--- src/rtl/rfi_pkg.sv ---
package rfi_pkg;
  typedef enum logic [2:0] {
    K_BASIC = 3'd0,
    K_FULL  = 3'd1,
    K_HYP   = 3'd2,
    K_CRIT  = 3'd3,
    K_DBG   = 3'd4,
    K_MC    = 3'd5,
    K_SCV   = 3'd6,
    K_BAD   = 3'd7
  } rfi_kind_e;

  localparam int unsigned HALF_W = 32;
endpackage

--- src/rtl/rfi_pair_select.sv ---
module rfi_pair_select #(
  parameter int unsigned XLEN = 64
) (
  input  rfi_pkg::rfi_kind_e kind,
  input  logic [XLEN-1:0]    std_addr,
  input  logic [XLEN-1:0]    std_state,
  input  logic [XLEN-1:0]    hyp_addr,
  input  logic [XLEN-1:0]    hyp_state,
  input  logic [XLEN-1:0]    crit_addr,
  input  logic [XLEN-1:0]    crit_state,
  input  logic [XLEN-1:0]    dbg_addr,
  input  logic [XLEN-1:0]    dbg_state,
  input  logic [XLEN-1:0]    mc_addr,
  input  logic [XLEN-1:0]    mc_state,
  input  logic [XLEN-1:0]    link_val,
  input  logic [XLEN-1:0]    count_val,
  output logic [XLEN-1:0]    sel_addr,
  output logic [XLEN-1:0]    sel_state,
  output logic               sel_ok
);
  import rfi_pkg::*;

  always_comb begin
    sel_ok    = 1'b1;
    sel_addr  = std_addr;
    sel_state = std_state;
    unique case (kind)
      K_BASIC, K_FULL: begin
        sel_addr  = std_addr;
        sel_state = std_state;
      end
      K_HYP: begin
        sel_addr  = hyp_addr;
        sel_state = hyp_state;
      end
      K_CRIT: begin
        sel_addr  = crit_addr;
        sel_state = crit_state;
      end
      K_DBG: begin
        sel_addr  = dbg_addr;
        sel_state = dbg_state;
      end
      K_MC: begin
        sel_addr  = mc_addr;
        sel_state = mc_state;
      end
      K_SCV: begin
        sel_addr  = link_val;
        sel_state = count_val;
      end
      default: begin
        sel_ok    = 1'b0;
        sel_addr  = '0;
        sel_state = '0;
      end
    endcase
  end
endmodule

--- src/rtl/rfi_state_sanitize.sv ---
module rfi_state_sanitize #(
  parameter int unsigned XLEN     = 64,
  parameter int unsigned POW_BIT  = 18,
  parameter int unsigned TGPR_BIT = 17,
  parameter int unsigned SF_BIT   = 63,
  parameter bit          HAS_64   = 1'b1
) (
  input  rfi_pkg::rfi_kind_e kind,
  input  logic [XLEN-1:0]    raw_state,
  input  logic               tgpr_en,
  output logic [XLEN-1:0]    clean_state,
  output logic               wide_mode
);
  import rfi_pkg::*;

  logic [XLEN-1:0] width_fixed;

  generate
    if (XLEN > HALF_W) begin : g_narrow_basic
      // The basic return restores only the low half of its saved word.
      always_comb begin
        width_fixed = raw_state;
        if (kind == K_BASIC) width_fixed[XLEN-1:HALF_W] = '0;
      end
    end else begin : g_pass
      always_comb width_fixed = raw_state;
    end
  endgenerate

  always_comb begin
    clean_state          = width_fixed;
    clean_state[POW_BIT] = 1'b0;
    if (tgpr_en) clean_state[TGPR_BIT] = 1'b0;
  end

  generate
    if (HAS_64) begin : g_mode64
      assign wide_mode = clean_state[SF_BIT];
    end else begin : g_mode32
      assign wide_mode = 1'b0;
    end
  endgenerate
endmodule

--- src/rtl/rfi_target_form.sv ---
module rfi_target_form #(
  parameter int unsigned XLEN = 64
) (
  input  logic [XLEN-1:0] raw_addr,
  input  logic            wide_mode,
  output logic [XLEN-1:0] target
);
  import rfi_pkg::*;

  logic [XLEN-1:0] cropped;

  generate
    if (XLEN > HALF_W) begin : g_crop
      always_comb begin
        cropped = raw_addr;
        if (!wide_mode) cropped[XLEN-1:HALF_W] = '0;
      end
    end else begin : g_nocrop
      always_comb cropped = raw_addr;
    end
  endgenerate

  always_comb begin
    target      = cropped;
    target[1:0] = 2'b00;
  end
endmodule

--- src/rtl/rfi_restore.sv ---
module rfi_restore #(
  parameter int unsigned XLEN     = 64,
  parameter int unsigned POW_BIT  = 18,
  parameter int unsigned TGPR_BIT = 17,
  parameter int unsigned SF_BIT   = 63,
  parameter bit          HAS_64   = 1'b1
) (
  input  logic            clk,
  input  logic            rst_n,
  input  logic            req_valid,
  output logic            req_ready,
  input  logic [2:0]      req_kind,
  input  logic            cfg_tgpr_en,
  input  logic [XLEN-1:0] std_addr,
  input  logic [XLEN-1:0] std_state,
  input  logic [XLEN-1:0] hyp_addr,
  input  logic [XLEN-1:0] hyp_state,
  input  logic [XLEN-1:0] crit_addr,
  input  logic [XLEN-1:0] crit_state,
  input  logic [XLEN-1:0] dbg_addr,
  input  logic [XLEN-1:0] dbg_state,
  input  logic [XLEN-1:0] mc_addr,
  input  logic [XLEN-1:0] mc_state,
  input  logic [XLEN-1:0] link_val,
  input  logic [XLEN-1:0] count_val,
  output logic [XLEN-1:0] nia_o,
  output logic [XLEN-1:0] state_o,
  output logic            flush_o,
  output logic            resv_clr_o,
  output logic            kind_err_o
);
  import rfi_pkg::*;

  rfi_kind_e       kind;
  logic [XLEN-1:0] sel_addr, sel_state, clean_state, target;
  logic            sel_ok, wide_mode, take;

  assign kind      = rfi_kind_e'(req_kind);
  assign req_ready = 1'b1;
  assign take      = req_valid & req_ready;

  rfi_pair_select #(.XLEN(XLEN)) u_sel (
    .kind(kind),
    .std_addr(std_addr), .std_state(std_state),
    .hyp_addr(hyp_addr), .hyp_state(hyp_state),
    .crit_addr(crit_addr), .crit_state(crit_state),
    .dbg_addr(dbg_addr), .dbg_state(dbg_state),
    .mc_addr(mc_addr), .mc_state(mc_state),
    .link_val(link_val), .count_val(count_val),
    .sel_addr(sel_addr), .sel_state(sel_state), .sel_ok(sel_ok)
  );

  rfi_state_sanitize #(
    .XLEN(XLEN), .POW_BIT(POW_BIT), .TGPR_BIT(TGPR_BIT),
    .SF_BIT(SF_BIT), .HAS_64(HAS_64)
  ) u_san (
    .kind(kind), .raw_state(sel_state), .tgpr_en(cfg_tgpr_en),
    .clean_state(clean_state), .wide_mode(wide_mode)
  );

  rfi_target_form #(.XLEN(XLEN)) u_tgt (
    .raw_addr(sel_addr), .wide_mode(wide_mode), .target(target)
  );

  always_ff @(posedge clk or negedge rst_n) begin
    if (!rst_n) begin
      nia_o   <= '0;
      state_o <= '0;
    end else if (take && sel_ok) begin
      nia_o   <= target;
      state_o <= clean_state;
    end
  end

  always_ff @(posedge clk or negedge rst_n) begin
    if (!rst_n) begin
      flush_o    <= 1'b0;
      resv_clr_o <= 1'b0;
      kind_err_o <= 1'b0;
    end else begin
      flush_o    <= take & sel_ok;
      resv_clr_o <= take & sel_ok;
      kind_err_o <= take & ~sel_ok;
    end
  end
endmodule

--- config.mk ---
export PLATFORM = sky130hd
export DESIGN_NAME = rfi_restore
export DESIGN_NICKNAME = d
export VERILOG_FILES = /design/src/rtl/rfi_pkg.sv /design/src/rtl/rfi_pair_select.sv /design/src/rtl/rfi_state_sanitize.sv /design/src/rtl/rfi_target_form.sv /design/src/rtl/rfi_restore.sv
export SDC_FILE = /design/constraint.sdc
export NUM_CORES = 1
export LEC_CHECK = 0
export ABC_CLOCK_PERIOD_IN_PS = 1700
export BUFFER_PORTS_ARGS = -buffer_cell sky130_fd_sc_hd__buf_2
export CORE_AREA = 2 2 353 355
export DETAILED_ROUTE_END_ITERATION = 8
export DIE_AREA = 0 0 355 357
export GPL_ROUTABILITY_DRIVEN = 0
export PLACE_DENSITY = 0.3
export SYNTH_ARGS = -nofsm -noshare
export SYNTH_HDL_FRONTEND = slang
export SYNTH_HIERARCHICAL = 1
export SYNTH_SLANG_ARGS = --single-unit
--- constraint.sdc ---
create_clock -name clk -period 1.7 [get_ports clk]
set_input_delay 0.34 -clock clk [delete_from_list [all_inputs] [get_ports clk]]
set_output_delay 0.34 -clock clk [all_outputs]
set_load 0.1 [all_outputs]
==> results.sh <==
export IMPL_path_buf_inv=3
export IMPL_syn2layout_area_growth_pct=72.2
export IMPL_max_freq_mhz=598
export IMPL_drv_slew=0
export IMPL_dieHeight_um=357
export IMPL_path_clk_slew_ns=0.07
export IMPL_synth_avg_cell_area_um2=11.3
export IMPL_insertion_delay_ns=0.49
export IMPL_antenna_found_initial=32
export IMPL_fin_util_pct=16.0
export IMPL_syn_inst=1012
export IMPL_wl_mm=81.9
export IMPL_drive_gt1_share_pct=65.2
export IMPL_rsz0062_at_grt="yes"
export IMPL_die_width_um=355
export IMPL_endpoint_kind="flop"
export IMPL_fin_nets=2684
export IMPL_status="finished, final reports clean"
export IMPL_arrival_ns=2.06
export IMPL_ys_warn_count=6
export IMPL_fin_skew_ns=0
export IMPL_initial_utilization_pct=9.29
export IMPL_final_hold_viol_count=0
export IMPL_dr_pass1_iters=4
export IMPL_dpl_hpwl_mm=68.8
export IMPL_grt_remaining_overflow=0
export IMPL_cts_path_max_buffers=2
export IMPL_cts_tree="done"
export IMPL_relSlewSlack_pct=57.1
export IMPL_crit_top_cell="buf_12"
export IMPL_cts_sinks=130
export IMPL_ir_drop_mv=0.818
export IMPL_max_cap_violations=0
export IMPL_fin_hold_ws_ns=0.0842
export IMPL_drt_iter0_drc=549
export IMPL_crit_fanout=28
export IMPL_start_kind="primary input"
export IMPL_grt_pass1_vias=13200
export IMPL_core_area_um2=123000
export IMPL_cp_slowest_stage_delay_ns=0.29
export IMPL_grt_pass1_wl_mm=107
export IMPL_postPlaceCellArea_um2=18500
export IMPL_dieArea_um2=127000
export IMPL_grt_max_degree=74
export IMPL_route_detailed_drc=0
export IMPL_syn_area_um2=11400
export IMPL_wire_per_inst_um=23.0
export IMPL_finalSetupTns_ns=0
export IMPL_cts_buffers=17
export IMPL_boundaryPins=907
export IMPL_setup_viol=0
export IMPL_via_per_inst=3.51
export IMPL_h_tree_depth=4
export IMPL_worstSetupPathType="primary input to flop"
export IMPL_vias=12500
export IMPL_tightestPinTransition_ns=0.643
export IMPL_antenna_left=0
export IMPL_crit_slowest_cell="a221o_1"
export IMPL_cp_data_required_time_ns=2.08
export IMPL_hold_class="primary input to flop"
export IMPL_crit_chain="buf_2 -> nand2b_4 -> buf_12 -> buf_12 -> o22ai_1 -> a221o_1 -> o31a_1 -> mux2_4"
export IMPL_final_area_um2=19700
export IMPL_port_buffers=887
export IMPL_cpLargestDelayFamily="compound AO/OA/AOI/OAI gates"
export IMPL_fp_row_count=129
export IMPL_powerDensity_nw_per_um2=863
export IMPL_period_minus_slack_ns=1.67
export IMPL_cts_root_buf="clkbuf_16"
export IMPL_p_leak_uw=0.00992
export IMPL_grt_usage_pct=12.2
export IMPL_finalCritPeriodShare_pct=98.4
-- metrics by stage --
step	instances	total power [uW]	worst slack, ns
after floorplan	1013	9830	-0.300
after global placement	3513	12600	-0.573
after detailed placement	3513	12600	-0.602
after CTS	3547	17300	-0.0168
after global routing	3560	17900	-0.0272
final	3563	17000	0.0271
-- timing repair --
item,CTS,global route
buffers inserted,0,8
endpoints found under the hold margin,47,0
pin swaps,0,0
setup endpoints to repair,77,39
hold buffers,1,0
gates resized for setup,76,30
cloned,1,4
-- where the power goes --
group | total (uW) | internal [uW] | switching (uW)
Sequential | 3910 | 3570 | 341
Clock | 4270 | 2470 | 1810
Combinational | 8810 | 3000 | 5810
Total | 17000 | 9030 | 7960
-- area by class of cell --
class | instances | area, um2
diodes | 4 | 10.0
multi-input cells | 707 | 7080
clock inverters | 15 | 208
well taps | 1637 | 2050
clock buffers | 17 | 425
repair buffers | 1053 | 6650
flip-flops and latches | 130 | 3250
fillers | 14000 | 103000
-- path summary, 6_finish.rpt --
path                              from           to  slack [ns]  depth (start not counted)
hold reg to reg              nia_o[11]    nia_o[11]        0.51                          1
setup reg to reg             nia_o[47]    nia_o[47]        0.82                          1
setup / recovery           req_kind[1]  state_o[47]        0.03                          8
min in group asynchronous        rst_n  state_o[35]        0.27                          2
hold / removal               req_valid   kind_err_o        0.08                          2
max in group asynchronous        rst_n    nia_o[20]        0.77                          4
-- layout by cell type (no fill, tap or decap), types with 3 or more instances in the layout --
| cell | count |
|---|---|
| o22ai_2 | 3 |
| buf_12 | 40 |
| buf_6 | 4 |
| clkbuf_4 | 21 |
| buf_2 | 785 |
| mux2_4 | 112 |
| mux2i_1 | 250 |
| a221o_1 | 124 |
| buf_16 | 6 |
| clkinv_4 | 6 |
| o22ai_1 | 121 |
| conb_1 | 4 |
| diode_2 | 4 |
| buf_4 | 192 |
| and2_4 | 31 |
| o31a_1 | 30 |
| bufinv_16 | 4 |
| mux2_2 | 16 |
| dfrtp_1 | 130 |
| clkbuf_16 | 21 |
-- registers in the layout, summed over array words and instances (netlist names) --
signal,flops
state_o,64
nia_o,64
flush_o,1
kind_err_o,1
-- metal layers --
metal / track usage (%) / vias to the layer above / wire, um
li1: - / 5779 / -
met1: 14.2 / 6055 / 33100
met2: 21.4 / 558 / 41000
met3: 3.83 / 88 / 6190
met4: 2.94 / 12 / 1520
met5: 0 / - / 69
Power figures use the tool's default switching activity.
